**src/rtl/simd_shl_pkg.sv**
```systemverilog
package simd_shl_pkg;

    typedef enum logic {
        MODE_HALF = 1'b0,
        MODE_BYTE = 1'b1
    } shl_mode_e;

endpackage

```
**src/rtl/simd_shl_lane.sv**
```systemverilog
// One packed lane: left shift plus its overflow test.
module simd_shl_lane #(
    parameter int W          = 8,
    parameter bit SIGNED_CHK = 1'b0,
    localparam int SH_W      = $clog2(W)
) (
    input  logic [W-1:0]    lane_i,
    input  logic [SH_W-1:0] sh_i,
    output logic [W-1:0]    lane_o,
    output logic            ovf_o
);

    always_comb lane_o = lane_i << sh_i;

    generate
        if (SIGNED_CHK) begin : g_signed
            // Bits from the sign down to the new sign position must all agree.
            logic [SH_W-1:0]     rsh;
            logic signed [W-1:0] ext;
            always_comb begin
                rsh   = SH_W'(W - 1) - sh_i;
                ext   = $signed(lane_i) >>> rsh;
                ovf_o = (sh_i != '0) && (ext != '0) && (ext != '1);
            end
        end else begin : g_unsigned
            // Any set bit among the top sh_i positions is lost.
            logic [W-1:0] lost_mask;
            always_comb begin
                lost_mask = ~({W{1'b1}} >> sh_i);
                ovf_o     = |(lane_i & lost_mask);
            end
        end
    endgenerate

endmodule

```
**src/rtl/simd_shl_core.sv**
```systemverilog
// Lane arrays for both layouts, selected by mode.
module simd_shl_core
    import simd_shl_pkg::*;
#(
    parameter int DATA_W  = 32,
    parameter int HALF_W  = 16,
    parameter int BYTE_W  = 8,
    localparam int SH_W   = $clog2(HALF_W)
) (
    input  logic [DATA_W-1:0] data_i,
    input  logic [SH_W-1:0]   shamt_i,
    input  logic              mode_i,
    output logic [DATA_W-1:0] res_o,
    output logic              ovf_o
);

    localparam int N_HALF = DATA_W / HALF_W;
    localparam int N_BYTE = DATA_W / BYTE_W;
    localparam int BSH_W  = $clog2(BYTE_W);

    logic [DATA_W-1:0] half_res;
    logic [DATA_W-1:0] byte_res;
    logic [N_HALF-1:0] half_ovf;
    logic [N_BYTE-1:0] byte_ovf;

    generate
        for (genvar h = 0; h < N_HALF; h++) begin : g_half
            simd_shl_lane #(.W(HALF_W), .SIGNED_CHK(1'b1)) u_lane (
                .lane_i (data_i[h*HALF_W +: HALF_W]),
                .sh_i   (shamt_i),
                .lane_o (half_res[h*HALF_W +: HALF_W]),
                .ovf_o  (half_ovf[h])
            );
        end
        for (genvar b = 0; b < N_BYTE; b++) begin : g_byte
            simd_shl_lane #(.W(BYTE_W), .SIGNED_CHK(1'b0)) u_lane (
                .lane_i (data_i[b*BYTE_W +: BYTE_W]),
                .sh_i   (shamt_i[BSH_W-1:0]),
                .lane_o (byte_res[b*BYTE_W +: BYTE_W]),
                .ovf_o  (byte_ovf[b])
            );
        end
    endgenerate

    always_comb begin
        if (shl_mode_e'(mode_i) == MODE_BYTE) begin
            res_o = byte_res;
            ovf_o = |byte_ovf;
        end else begin
            res_o = half_res;
            ovf_o = |half_ovf;
        end
    end

endmodule

```
**src/rtl/simd_shl_ctl.sv**
```systemverilog
// Control register with sticky overflow bit.
module simd_shl_ctl #(
    parameter int DATA_W   = 32,
    parameter int FLAG_BIT = 22
) (
    input  logic              clk,
    input  logic              rst_n,
    input  logic              wr_i,
    input  logic [DATA_W-1:0] wdata_i,
    input  logic              set_i,
    output logic [DATA_W-1:0] ctl_o
);

    typedef struct packed {
        logic [DATA_W-1:0] reg_val;
    } ctl_st_t;

    ctl_st_t st_d, st_q;

    always_comb begin
        st_d = st_q;
        if (wr_i) begin
            st_d.reg_val = wdata_i;
        end
        if (set_i) begin
            st_d.reg_val[FLAG_BIT] = 1'b1;
        end
    end

    always_ff @(posedge clk or negedge rst_n) begin
        if (!rst_n) begin
            st_q <= '0;
        end else begin
            st_q <= st_d;
        end
    end

    assign ctl_o = st_q.reg_val;

endmodule

```
**src/rtl/simd_shl_ovf.sv**
```systemverilog
module simd_shl_ovf #(
    parameter int DATA_W   = 32,
    parameter int HALF_W   = 16,
    parameter int BYTE_W   = 8,
    parameter int FLAG_BIT = 22,
    localparam int SH_W    = $clog2(HALF_W)
) (
    input  logic              clk,
    input  logic              rst_n,
    input  logic              op_valid,
    input  logic              op_mode,
    input  logic [DATA_W-1:0] op_data,
    input  logic [SH_W-1:0]   op_shamt,
    input  logic              ctl_wr,
    input  logic [DATA_W-1:0] ctl_wdata,
    output logic [DATA_W-1:0] res_data,
    output logic [DATA_W-1:0] ctl_q
);

    logic any_ovf;

    simd_shl_core #(
        .DATA_W (DATA_W),
        .HALF_W (HALF_W),
        .BYTE_W (BYTE_W)
    ) u_core (
        .data_i  (op_data),
        .shamt_i (op_shamt),
        .mode_i  (op_mode),
        .res_o   (res_data),
        .ovf_o   (any_ovf)
    );

    simd_shl_ctl #(
        .DATA_W   (DATA_W),
        .FLAG_BIT (FLAG_BIT)
    ) u_ctl (
        .clk     (clk),
        .rst_n   (rst_n),
        .wr_i    (ctl_wr),
        .wdata_i (ctl_wdata),
        .set_i   (op_valid && any_ovf),
        .ctl_o   (ctl_q)
    );

endmodule

```
**config.mk**
```make
export PLATFORM = sky130hd
export DESIGN_NAME = simd_shl_ovf
export DESIGN_NICKNAME = d
export VERILOG_FILES = /design/src/rtl/simd_shl_pkg.sv /design/src/rtl/simd_shl_lane.sv /design/src/rtl/simd_shl_core.sv /design/src/rtl/simd_shl_ctl.sv /design/src/rtl/simd_shl_ovf.sv
export SDC_FILE = /design/constraint.sdc
export NUM_CORES = 1
export LEC_CHECK = 0
export ABC_CLOCK_PERIOD_IN_PS = 4900
export BUFFER_PORTS_ARGS = -buffer_cell sky130_fd_sc_hd__buf_2
export CORE_AREA = 4 4 128 130
export DETAILED_ROUTE_END_ITERATION = 10
export DIE_AREA = 0 0 132 134
export SLEW_MARGIN = 20
export SYNTH_ARGS = -nofsm -noshare
export SYNTH_HDL_FRONTEND = slang
export SYNTH_SLANG_ARGS = --single-unit
```
**constraint.sdc**
```tcl
create_clock -name clk -period 4.9 [get_ports clk]
set_clock_uncertainty 0.15 [all_clocks]
set_input_delay 0.98 -clock clk [delete_from_list [all_inputs] [get_ports clk]]
set_output_delay 0.98 -clock clk [all_outputs]
set_load 0.02 [all_outputs]
```
==> impl_results.md <==
- Commonest non-fill, non-tap cell in the layout: buf_2
- Initial antenna violation count: 0
- Total power: 1080 uW
- Starting Density: 24.7%
- Mux cell area share after synthesis: 39.4%
- Remaining DRCs: 0
- N_diodes: 0
- Unique masters post-synth: 56
- Status: finished clean
- Setup CP Type: in2out
- DR pass1 iterations: 5
- Max IR drop VDD: 117 uV
- Hold Violations, Final: 0
- Vias: 3894
- Largest register FFs: 32
- Simple-gate share of the synthesized area: 16.7%
- Post-Syn Nets: 481
- Asr flop ratio synth: 100%
- TNS Setup: 0 ns
- Number of global-route vias before repair: 3876
- Pwr dens: 229 mW/mm^2
- Arrival time at the worst endpoint: 3.08 ns
- Layout Utilization: 31.1%
- Nets@finish: 596
- Final min period: 4.21 ns
- Largest family of logic cells by synthesized area: multiplexers
- Max Clk Rate: 237 MHz
- CTS tree: done
- Setup crit start: op_shamt[2]
- WL/cell: 18.0 um
- Crit share post-route: 86.0%
- Post-Synth XOR/XNOR Area: 0%
- Final setup fails: 0
- Worst skew pair latency: 0.27 ns
- Routability congestion estimate: 0.897
- Synth Register Bits: 32
- Worst R2R Start: u_ctl.ctl_o[22]$_DFFE_PN0P_
- Post-synthesis adder-cell area fraction: 0%
- Max-cap viol count: 0
- Mean Syn Cell Area: 9.18 um^2
- Normalized max-slew margin: 45.7%
- Register area share after synthesis: 21.4%
- Syn Std Cell Area: 0.00375 mm^2
- Core Region: 0.0151 mm^2
- Clock-pin slew on the worst setup and hold paths: 0.05 ns
- Total grt overflow: 0
- CTS Buf Count: 5
- RR Endpoint: u_ctl.ctl_o[22]$_DFFE_PN0P_
- Worst setup margin: 0.685 ns
- HPWL after DPL: 9930 um
- Root Buffer: clkbuf_16
- Required @ worst endpoint: 3.77 ns
- Postcts setup bufs: 0
- Critical path capture point type: output port
- Dpl ws: 0.720 ns
- Area of the die: 0.0177 mm^2
- Die extent in y: 134 um
- I/O Pins: 137
- Placed insts: 704
- Post-synth EDFFs: 0
- Pin count of the biggest net entering global routing: 41
- CP Max Fanout: 40
- Crit start category: input port
- Final ANT Viol Nets: 0
- First-pass GRT wire length: 20100 um
- # resized after CTS: 0
- Max Slew Vio Count: 0
- GRT Total Usage: 13.7%
- Total leakage power: 0.00207 uW
- Final WL: 12800 um
- Worst-margin pin slew: 0.814 ns
- FF-to-FF path depth: 2
- Post-synthesis instance total: 408
- Unrepaired setup endpoints after global routing: no
- Synth Area in Compound Gates: 16.6%
- P&R area growth vs syn: 25.8%
- Via-to-Cell Ratio: 5.48
- Port Buffers: 136
- Post-CTS Hold Buffers: 0
- Longest Clk Path Bufs: 2
- Yosys warns: 0
- CTS Sinks: 32
- H-Tree Depth: 2
- Share of cells above drive strength 1: 43.0%
- Num rows: 45
- R2R Setup Slk: 3.83 ns
- HP Class: reg2reg
- Non-filler instance count after layout: 711
- Dominant synthesized flop cell: dfrtp_1
- CP endpoint: res_data[8]
- Initial DRC Count: 208
- Die X-Extent: 132 um
- Most frequent cells in the layout: 136 x buf_2, 48 x mux2_2, 41 x mux2i_1
==> worst max-delay path: stages <==
cell and delay [ns]:
buf_2 0.61, buf_4 0.33, mux4_1 0.35, mux2i_1 0.30
nor2_1 0.07, a31oi_1 0.16, o21ai_0 0.10, buf_2 0.19
==> power by group <==
group | switching (uW) | internal (uW)
combinational | 278 | 189
clock | 94.6 | 212
sequential | 11.8 | 291
==> layer usage <==
| metal | part of all wire [%] | wire (um) | up-vias | track usage, % |
|---|---|---|---|---|
| li1 | - | - | 1796 | - |
| met3 | 9.7 | 1240 | 16 | 2.63 |
| met1 | 44 | 5600 | 1829 | 18.4 |
| met4 | 1.9 | 248 | 0 | 5.25 |
| met5 | 0 | 0 | - | 0 |
| met2 | 44 | 5680 | 253 | 22.0 |
==> kinds of logic (layout without fill, tap and decap cells) <==
group                  after synthesis  count (layout)
muxes                              112             112
buffers and inverters               46             161
AOI/OAI and AO/OA                   93              93
and+or+nand+nor                    125             125
DFF                                 32              32
==> worst min path at each step <==
stage          slack (ns)  cells after the start                          end                        start
3_5_place_dp         0.34                      1   u_ctl.ctl_o[5]$_DFFE_PN0P_   u_ctl.ctl_o[5]$_DFFE_PN0P_
5_1_grt              0.37                      1  u_ctl.ctl_o[26]$_DFFE_PN0P_  u_ctl.ctl_o[26]$_DFFE_PN0P_
4_1_cts              0.35                      1   u_ctl.ctl_o[8]$_DFFE_PN0P_   u_ctl.ctl_o[8]$_DFFE_PN0P_
6_report             0.35                      1   u_ctl.ctl_o[8]$_DFFE_PN0P_   u_ctl.ctl_o[8]$_DFFE_PN0P_
3_3_place_gp         0.34                      1  u_ctl.ctl_o[24]$_DFFE_PN0P_  u_ctl.ctl_o[24]$_DFFE_PN0P_
2_1_floorplan        0.48                      2  u_ctl.ctl_o[22]$_DFFE_PN0P_  u_ctl.ctl_o[22]$_DFFE_PN0P_
==> cell usage after synthesis (all sizes together) (7+ instances only) <==
cell type  instances  area (um^2)
mux2              49          556
mux2i             41          410
nor2              33          124
dfrtp             32          801
nand2             32          120
o21ai             27          135
buf               24          141
mux4              22          510
a21oi             15         75.1
clkbuf            15         56.3
nand2b            11         68.8
a211oi             7         57.6
inv                7         26.3
nand3              7         35.0
nor2b              7         43.8
nor3               7         35.0
==> stage by stage <==
stage               area (um^2)  hold slack (ns)
floorplan                  3750            0.479
global placement           4560            0.336
detailed placement         4560            0.340
CTS                        4710            0.353
global route               4710            0.366
finish                     4710            0.348
==> final cells by class <==
type / instances / area (um^2)
Clock buffer: 7 / 153
Fill cell: 1578 / 10400
Inverter: 7 / 26.3
Multi-Input combinational cell: 330 / 2720
Sequential cell: 32 / 801
Tap cell: 188 / 235
Timing Repair Buffer: 147 / 776
Note: power is estimated with default switching activity, not from simulation.
